<file path="src/rtl/fill_pkg.sv">
package fill_pkg;
  typedef enum logic [1:0] {
    OFF_LO    = 2'd0,
    OFF_HI    = 2'd1,
    OFF_SIZE  = 2'd2,
    OFF_PAT   = 2'd3
  } cfg_off_e;

  function automatic logic [31:0] swap_bytes(input logic [31:0] w);
    return {w[7:0], w[15:8], w[23:16], w[31:24]};
  endfunction
endpackage

</file>
<file path="src/rtl/fill_cfg_regs.sv">
module fill_cfg_regs
  import fill_pkg::*;
#(
  parameter int ADDR_W = 32,
  parameter int NUM_CH = 2,
  localparam int CH_W = $clog2(NUM_CH)
) (
  input  logic                           clk,
  input  logic                           rst,
  input  logic                           wr_en,
  input  logic [CH_W-1:0]                wr_ch,
  input  logic [1:0]                     wr_off,
  input  logic [ADDR_W-3:0]              wr_word,
  output logic [NUM_CH-1:0][ADDR_W-1:0]  lo_q,
  output logic [NUM_CH-1:0][ADDR_W-1:0]  hi_q,
  output logic [NUM_CH-1:0]              launch
);
  for (genvar c = 0; c < NUM_CH; c++) begin : g_ch
    logic sel;
    assign sel       = wr_en && (wr_ch == CH_W'(c));
    assign launch[c] = sel && (cfg_off_e'(wr_off) == OFF_PAT);

    always_ff @(posedge clk) begin
      if (rst) begin
        lo_q[c] <= '0;
        hi_q[c] <= '0;
      end else if (sel) begin
        if (cfg_off_e'(wr_off) == OFF_LO) lo_q[c] <= {wr_word, 2'b00};
        if (cfg_off_e'(wr_off) == OFF_HI) hi_q[c] <= {wr_word, 2'b00};
      end
    end

    a_r11_lo_aligned: assert property (@(posedge clk) disable iff (rst)
      lo_q[c][1:0] == 2'b00);
  end
endmodule

</file>
<file path="src/rtl/fill_channel.sv">
module fill_channel
  import fill_pkg::*;
#(
  parameter int ADDR_W = 32,
  localparam logic [ADDR_W-1:0] STEP = ADDR_W'(4)
) (
  input  logic              clk,
  input  logic              rst,
  input  logic              launch,
  input  logic [31:0]       pattern,
  input  logic [ADDR_W-1:0] cfg_lo,
  input  logic [ADDR_W-1:0] cfg_hi,
  input  logic              grant,
  input  logic              ready,
  output logic              busy,
  output logic              done,
  output logic [ADDR_W-1:0] cur_addr,
  output logic [31:0]       fill_word
);
  logic              busy_q, done_q;
  logic [ADDR_W-1:0] cur_q, stop_q;
  logic [31:0]       word_q;
  logic              advance;

  assign advance = busy_q && grant && ready;

  always_ff @(posedge clk) begin
    if (rst) begin
      busy_q <= 1'b0;
      done_q <= 1'b0;
      cur_q  <= '0;
      stop_q <= '0;
      word_q <= '0;
    end else begin
      done_q <= 1'b0;
      if (advance) begin
        cur_q <= cur_q + STEP;
        if (cur_q + STEP >= stop_q) begin
          busy_q <= 1'b0;
          done_q <= 1'b1;
        end
      end else if (!busy_q && launch && (cfg_lo != '0)) begin
        if (cfg_hi > cfg_lo) begin
          busy_q <= 1'b1;
          cur_q  <= cfg_lo;
          stop_q <= cfg_hi;
          word_q <= swap_bytes(pattern);
        end else begin
          done_q <= 1'b1;
        end
      end
    end
  end

  assign busy      = busy_q;
  assign done      = done_q;
  assign cur_addr  = cur_q;
  assign fill_word = word_q;

  a_r4_in_range: assert property (@(posedge clk) disable iff (rst)
    busy_q |-> (cur_q < stop_q) && (cur_q[1:0] == 2'b00));
  a_r7_hold: assert property (@(posedge clk) disable iff (rst)
    (busy_q && !(grant && ready)) |=> busy_q && $stable(cur_q) && $stable(word_q));
  a_r8_done_on_drop: assert property (@(posedge clk) disable iff (rst)
    $fell(busy_q) |-> done_q);
  a_r8_done_idle: assert property (@(posedge clk) disable iff (rst)
    done_q |-> !busy_q);
  a_r9_word_stable: assert property (@(posedge clk) disable iff (rst)
    busy_q |=> !busy_q || $stable(word_q));
endmodule

</file>
<file path="src/rtl/fill_port_sel.sv">
module fill_port_sel #(
  parameter int ADDR_W = 32,
  parameter int NUM_CH = 2
) (
  input  logic [NUM_CH-1:0]              req,
  input  logic [NUM_CH-1:0][ADDR_W-1:0]  addr_in,
  input  logic [NUM_CH-1:0][31:0]        data_in,
  output logic [NUM_CH-1:0]              grant,
  output logic                           valid,
  output logic [ADDR_W-1:0]              addr,
  output logic [31:0]                    data
);
  always_comb begin
    grant = '0;
    addr  = '0;
    data  = '0;
    for (int i = NUM_CH - 1; i >= 0; i--) begin
      if (req[i]) begin
        grant = '0;
        grant[i] = 1'b1;
        addr = addr_in[i];
        data = data_in[i];
      end
    end
  end
  assign valid = |req;
endmodule

</file>
<file path="src/rtl/fill_engine.sv">
module fill_engine
  import fill_pkg::*;
#(
  parameter int ADDR_W = 32,
  parameter int NUM_CH = 2,
  localparam int CH_W  = $clog2(NUM_CH),
  localparam int IDX_W = CH_W + 2
) (
  input  logic              clk,
  input  logic              rst,
  input  logic              reg_wr_en,
  input  logic [IDX_W-1:0]  reg_wr_idx,
  input  logic [31:0]       reg_wr_data,
  output logic              mem_wr_valid,
  output logic [ADDR_W-1:0] mem_wr_addr,
  output logic [31:0]       mem_wr_data,
  input  logic              mem_wr_ready,
  output logic [NUM_CH-1:0] busy,
  output logic [NUM_CH-1:0] done
);
  logic [NUM_CH-1:0][ADDR_W-1:0] lo_q, hi_q, cur;
  logic [NUM_CH-1:0][31:0]       words;
  logic [NUM_CH-1:0]             launch, grant;

  fill_cfg_regs #(.ADDR_W(ADDR_W), .NUM_CH(NUM_CH)) u_cfg (
    .clk     (clk),
    .rst     (rst),
    .wr_en   (reg_wr_en),
    .wr_ch   (reg_wr_idx[IDX_W-1:2]),
    .wr_off  (reg_wr_idx[1:0]),
    .wr_word (reg_wr_data[ADDR_W-1:2]),
    .lo_q    (lo_q),
    .hi_q    (hi_q),
    .launch  (launch)
  );

  for (genvar c = 0; c < NUM_CH; c++) begin : g_chan
    fill_channel #(.ADDR_W(ADDR_W)) u_chan (
      .clk       (clk),
      .rst       (rst),
      .launch    (launch[c]),
      .pattern   (reg_wr_data),
      .cfg_lo    (lo_q[c]),
      .cfg_hi    (hi_q[c]),
      .grant     (grant[c]),
      .ready     (mem_wr_ready),
      .busy      (busy[c]),
      .done      (done[c]),
      .cur_addr  (cur[c]),
      .fill_word (words[c])
    );
  end

  fill_port_sel #(.ADDR_W(ADDR_W), .NUM_CH(NUM_CH)) u_sel (
    .req     (busy),
    .addr_in (cur),
    .data_in (words),
    .grant   (grant),
    .valid   (mem_wr_valid),
    .addr    (mem_wr_addr),
    .data    (mem_wr_data)
  );

  for (genvar c = 1; c < NUM_CH; c++) begin : g_prio_chk
    a_r10_lower_first: assert property (@(posedge clk) disable iff (rst)
      (busy[c] && |busy[c-1:0]) |=> $stable(cur[c]));
  end
  a_r2_valid_busy: assert property (@(posedge clk) disable iff (rst)
    mem_wr_valid == (busy != '0));
  a_r11_reset_quiet: assert property (@(posedge clk)
    $past(rst) |-> !mem_wr_valid && (done == '0));
endmodule

</file>
<file path="config.mk">
export PLATFORM = sky130hd
export DESIGN_NAME = fill_engine
export DESIGN_NICKNAME = d
export VERILOG_FILES = /design/src/rtl/fill_pkg.sv /design/src/rtl/fill_cfg_regs.sv /design/src/rtl/fill_channel.sv /design/src/rtl/fill_port_sel.sv /design/src/rtl/fill_engine.sv
export SDC_FILE = /design/constraint.sdc
export NUM_CORES = 1
export LEC_CHECK = 0
export CAP_MARGIN = 30
export CORE_ASPECT_RATIO = 0.6
export CORE_MARGIN = 2
export CORE_UTILIZATION = 53
export DETAILED_ROUTE_END_ITERATION = 8
export PLACE_DENSITY_LB_ADDON = 0.05
export SYNTH_ARGS = -nofsm -noshare
export SYNTH_HDL_FRONTEND = slang
export SYNTH_SLANG_ARGS = --single-unit
</file>
<file path="constraint.sdc">
create_clock -name clk -period 3.2 [get_ports clk]
set_input_delay 0.32 -clock clk [delete_from_list [all_inputs] [get_ports clk]]
set_output_delay 0.32 -clock clk [all_outputs]
set_load 0.1 [all_outputs]
</file>
## Word level (Yosys, flattened, before mapping)

Index checks and enable logic that the tools add are counted.

| word-level totals | value |
|---|---|
| flip-flop bits (word level) | 312 |
| input port bits | 39 |
| output and inout bits | 69 |

| cells by class | value |
|---|---|
| add/sub/neg operators | 2 |
| order comparisons | 4 |
| equal/unequal tests | 4 |
| muxes and demuxes | 28 |
| bitwise gates (word level) | 3 |
| reductions and logical operators | 32 |

Operators with widths:

| operator | number |
|---|---|
| 2-to-1 mux 32 bit | 10 |
| adder 32 x 3 -> 32 bit, second input constant | 2 |
| greater-or-equal comparator 32 bit | 2 |
| > comparator 32 bit | 2 |
| nonzero test 32 bit | 2 |
| 2-to-1 mux 1 bit | 16 |
| logical AND 1 bit | 12 |
| AND reduction 2 bit | 6 |
| AND reduction 3 bit | 4 |
| nonzero test 2 bit | 4 |
| 2-to-1 mux 2 bit | 2 |
| inequality test 2 bit, second input constant | 2 |
| inverter 1 bit | 3 |
| equality test 2 x 1 -> 1 bit, second input constant | 1 |
| equality test 2 bit, second input constant | 1 |
| logical NOT 1 bit | 2 |
| logical NOT 2 bit | 1 |
| OR reduction 2 bit | 1 |

## Longest topological paths before layout

| logic depth | value |
|---|---|
| depth after elaboration | 7 |
| mapped depth | 14 |

## By module

Synthesis repeated with hierarchy kept, for this count alone.

| second synthesis, totals | value |
|---|---|
| cell total of the unflattened synthesis | 2095 |
| area, all modules | 17897.2 um^2 |

Modules (own cells, without submodules):

| module | times used | cells each | area each (um^2) | seq. area each (um^2) |
|---|---|---|---|---|
| fill_channel at g_chan[0].u_chan | 1 | 783 | 6263.5 | 1961.9 |
| fill_channel at g_chan[1].u_chan | 1 | 790 | 6057.1 | 1961.9 |
| fill_cfg_regs | 1 | 437 | 4870.9 | 2402.3 |
| fill_port_sel | 1 | 85 | 705.7 | 0.0 |

## Worst setup path before layout

Ideal clock, no wire load.

| timing path | value |
|---|---|
| kind | register to output |
| from | reg g_chan[0].u_chan.busy_q |
| to | out mem_wr_addr[31] |
| data arrival time | 2.871 ns |
| data required time | 2.880 ns |
| path slack | 0.009 ns |
| stages on the path, launching flop included | 4 |
| buffers on the path | 2 |
| cells stage by stage | dfxtp_1 -> clkbuf_1 -> buf_1 -> o21ai_0 |

| on the way | value |
|---|---|
| word-level cells in the longest chain between the ends | 1 |

Ends and longest elaborated chain:

| item | RTL line | RTL |
|---|---|---|
| from (decl) | fill_channel.sv:20 | `logic busy_q, done_q;` |
| from (signal assigned) | fill_channel.sv:29 | `busy_q <= 1'b0;` |
| from (signal assigned) | fill_channel.sv:39 | `busy_q <= 1'b0;` |
| from (signal assigned) | fill_channel.sv:44 | `busy_q <= 1'b1;` |
| 2-to-1 mux 32 bit | fill_port_sel.sv:18 | `if (req[i]) begin` |
| to (decl) | fill_engine.sv:15 | `output logic [ADDR_W-1:0] mem_wr_addr,` |

No other way between the ends.

## Worst setup path after layout

| timing path | value |
|---|---|
| from | reg g_chan[1].u_chan.cur_q[6] |
| to | reg g_chan[1].u_chan.done_q |

| on the way | value |
|---|---|
| word-level cells in the longest chain between the ends | 4 |

Ends and longest elaborated chain:

| item | RTL line | RTL |
|---|---|---|
| from (decl) | fill_channel.sv:21 | `logic [ADDR_W-1:0] cur_q, stop_q;` |
| from (signal assigned) | fill_channel.sv:37 | `cur_q <= cur_q + STEP;` |
| from (signal assigned) | fill_channel.sv:45 | `cur_q <= cfg_lo;` |
| adder 32 x 3 -> 32 bit | fill_channel.sv:38 | `if (cur_q + STEP >= stop_q) begin` |
| greater-or-equal comparator 32 bit | fill_channel.sv:38 |  |
| 2-to-1 mux 1 bit | fill_channel.sv:38 |  |
| 2-to-1 mux 1 bit | fill_channel.sv:36 | `if (advance) begin` |
| to (signal assigned) | fill_channel.sv:35 | `done_q <= 1'b0;` |
| to (signal assigned) | fill_channel.sv:40 | `done_q <= 1'b1;` |
| to (signal assigned) | fill_channel.sv:49 | `done_q <= 1'b1;` |
| to (decl) | fill_channel.sv:20 |  |

No other way between the ends.
A chain may end at the register's enable or synchronous reset.

==> flow_summary.ini <==
[sta]
relSlewSlack_pct = 26.4
finalMaxSlewViolations = 0
fin_skew_ps = 16.7
fmax_ghz = 0.331
report.final.setup_viol = 0
fin_crit_sh_pct = 94.4
worst_pin_slew_ps = 1100
hold_viol = 0
fin_crit_ps = 3020

[pwr]
finalPower_mw = 8.45
power.leakage_nw = 8.01
power_density_nw_per_um2 = 426
ir_drop_mv = 0.379

[global_route]
grt.total_usage_pct = 33.4
grt-ovfl-total = 0
grt_first_pass_wirelength_mm = 84.3
grt_max_degree = 140
grt_pass1_vias = 14608
grt_antenna_before_repair = 1

[yosys]
synth_edf_count = 0
synth_area_leader_cell = dfxtp_1
ys_top_cells_by_area = dfxtp_1, nand2_1, ha_1
ys_types = 68
ys_seq_elements = 308
ys_seq_area_share_pct = 37.6
async_reset_ff_share_pct = 0
synth_flop_cell = dfxtp_1
yosysTopAreaCellShare_pct = 37.6
syn_avg_cell_area_um2 = 7.89
synthesis.area_um2 = 16400
synth_warnings = 0
synthCells = 2081

[floorplanning]
io_pins = 108
die_y_um = 140
die-width_um = 231
die_area_um2 = 32500
coreArea_um2 = 30200
start_util_pct = 54.3
rows = 49

[clock_tree]
cts_tree = done
cts_buffers = 30
clock-sinks = 308
cts-root-buf = clkbuf_16
clkLatencyLatePin_ps = 580
ctsLongestPathBuffers = 3
htree_num_levels = 1
clk_pin_slew_ps = 70

[detailed_routing]
wl_mm = 55.3
dr.pass1.iters = 5
avgViaCountPerCell = 5.95
ant_nets = 0
drc = 0
wl_per_cell_um = 20.9
drt_iter0_markers = 1726
vias = 15743

[setup_path]
arrival_ps = 3450
cp_num_buf_inv = 2
crit_chain = nand3_2 -> nor3_4 -> buf_4 -> nand4_1 -> buf_4 -> nor2_1 -> xor2_1 -> ha_1 -> a21o_1 -> a21o_1 -> a21oi_1 -> o21ai_0 -> nand2_1 -> o21a_1 -> a21oi_1
worstSetupPathType = register to register
path_max_fanout = 7
crit_required_ps = 3630
cp-start-kind = register
slowest_stage = dfxtp_2
slowest_delay_ps = 390
end_kind = register
crit_family = compound AO/OA/AOI/OAI gates

[finish]
area.growth.synth_to_final_pct = 20.8
drive_gt1_share_pct = 13.0
instances_no_fill = 2648
final_nets = 2381
antennaDiodeCount = 0

[min_path]
hp-class = input port to register

[placed_design]
gp_congestion = 0.993
hpwl_mm = 40.4
placement.io_buffers = 105
dpl.cell_count = 2589

[status]
status = finished clean

[flow_run]
timing.max_cap.violations = 0
per-stage QoR:
step	setup WS, ps	utilization, %	TNS [ps]	hold slack, ps	instance area, um2
finish	178	65.6	0	101	19800
floorplan	8.58	-	0	432	16400
detailed placement	-29.0	62.1	-29.0	445	18800
CTS	6.32	65.3	0	76.2	19700
global placement	52.6	62.1	0	438	18800
global route	-47.4	65.6	-86.8	95.0	19800
area by class of cell:
class | instances | area (um2)
Fill cell | 2589 | 10400
Sequential cell | 308 | 6170
Clock buffer | 43 | 851
Tap cell | 408 | 510
Timing Repair Buffer | 241 | 2500
Inverter | 139 | 522
Multi-Input combinational cell | 1498 | 9180
Clock inverter | 11 | 88.8
registers in the layout, summed over array words and instances (netlist names):
register / cells
g_chan.u_chan.fill_word: 64
g_chan.u_chan.cur_addr: 60
u_cfg.hi_q: 60
u_cfg.lo_q: 60
g_chan.u_chan.stop_q: 60
g_chan.u_chan.busy: 2
g_chan.u_chan.done: 2
synthesized netlist by cell type (3+ instances only):
library cell / count
buf_2: 21
a22oi_1: 6
nand4_2: 3
nand3_1: 40
o31ai_1: 8
o221ai_1: 4
a21o_1: 7
buf_6: 9
o21ai_0: 43
o221a_2: 6
nand2b_1: 7
a31oi_1: 23
and4_1: 5
o21a_1: 18
nand2_1: 441
a21boi_0: 7
buf_4: 9
nor4_1: 23
mux2i_1: 61
nor4_2: 3
and2_1: 5
nor2b_1: 7
a22o_1: 61
a21oi_1: 272
inv_1: 139
o32ai_1: 7
ha_1: 124
nand4_1: 35
dfxtp_1: 308
o221a_1: 3
or2_2: 3
a211oi_1: 14
nor2_1: 125
xnor2_1: 36
clkbuf_1: 95
and3_1: 12
xor2_1: 19
nor3_1: 26
or3_1: 5
o211ai_1: 4
repair_timing:
action	CTS	global route
resized for setup	2	18
hold buffers	0	0
gates cloned	0	0
pin swaps	0	8
endpoints found under the setup margin	1	4
buffers inserted	0	5
per-layer routing:
metal  up-vias  GRT usage (%)  routed length (um)  share of wire, %
met2       755           46.6               22000                40
met3       105           9.55                5980                11
met5         -              0                   0                 0
met4         0           10.9                1850               3.3
li1       7448              -                   -                 -
met1      7435           48.9               25500                46
layout by cell type, fill, tap and decap left out, types with 31 or more instances in the layout:
master           Yosys  layout
nand2_1            441     441
inv_1              139     139
o21ai_0             43      41
mux2i_1             61      61
nor2_1             125     123
a22o_1              61      61
nand4_1             35      35
xnor2_1             36      36
buf_4                9     154
nand3_1             40      39
ha_1               124     124
dfxtp_1            308     303
a21oi_1            272     271
clkdlybuf4s50_1      0      39
clkbuf_16            0      31
buf_12               0      47
worst paths after layout:
| kind | startpoint | endpoint | slack (ps) | depth (start not counted) |
|---|---|---|---|---|
| setup reg to reg | g_chan[1].u_chan.cur_addr[6]$_SDFFE_PP0P_ | g_chan[1].u_chan.done$_SDFF_PP0_ | 180 | 15 |
| setup / recovery | g_chan[1].u_chan.cur_addr[6]$_SDFFE_PP0P_ | g_chan[1].u_chan.done$_SDFF_PP0_ | 180 | 15 |
| hold reg to reg | g_chan[1].u_chan.fill_word[25]$_SDFFE_PP0P_ | g_chan[1].u_chan.fill_word[25]$_SDFFE_PP0P_ | 450 | 2 |
| hold / removal | rst | g_chan[0].u_chan.stop_q[14]$_SDFFE_PP0P_ | 100 | 2 |
cell families after synthesis:
kind of cell,share of synthesized area [%]
buffers and inverters,7.09
flip-flops,37.6
adder cells (fa/ha/maj),9.45
AO/OA/AOI/OAI,19.3
AND/OR/NAND/NOR,19.9
XOR/XNOR,2.93
multiplexers,3.72
other,0.0228
power by group:
part / total (mW) / internal, mW / switching (mW)
Clock: 3.49 / 1.92 / 1.57
Combinational: 0.981 / 0.360 / 0.621
Sequential: 3.98 / 3.90 / 0.0766
Total: 8.45 / 6.19 / 2.27
worst reg2reg max path, cell delays in order (launching register included):
cell	delay (ps)
dfxtp_2	390
nand3_2	130
nor3_4	300
buf_4	180
nand4_1	90
buf_4	200
nor2_1	130
xor2_1	240
ha_1	280
a21o_1	180
a21o_1	170
a21oi_1	180
o21ai_0	120
nand2_1	100
o21a_1	120
a21oi_1	50
No activity file was read; power rests on OpenSTA's default activity.
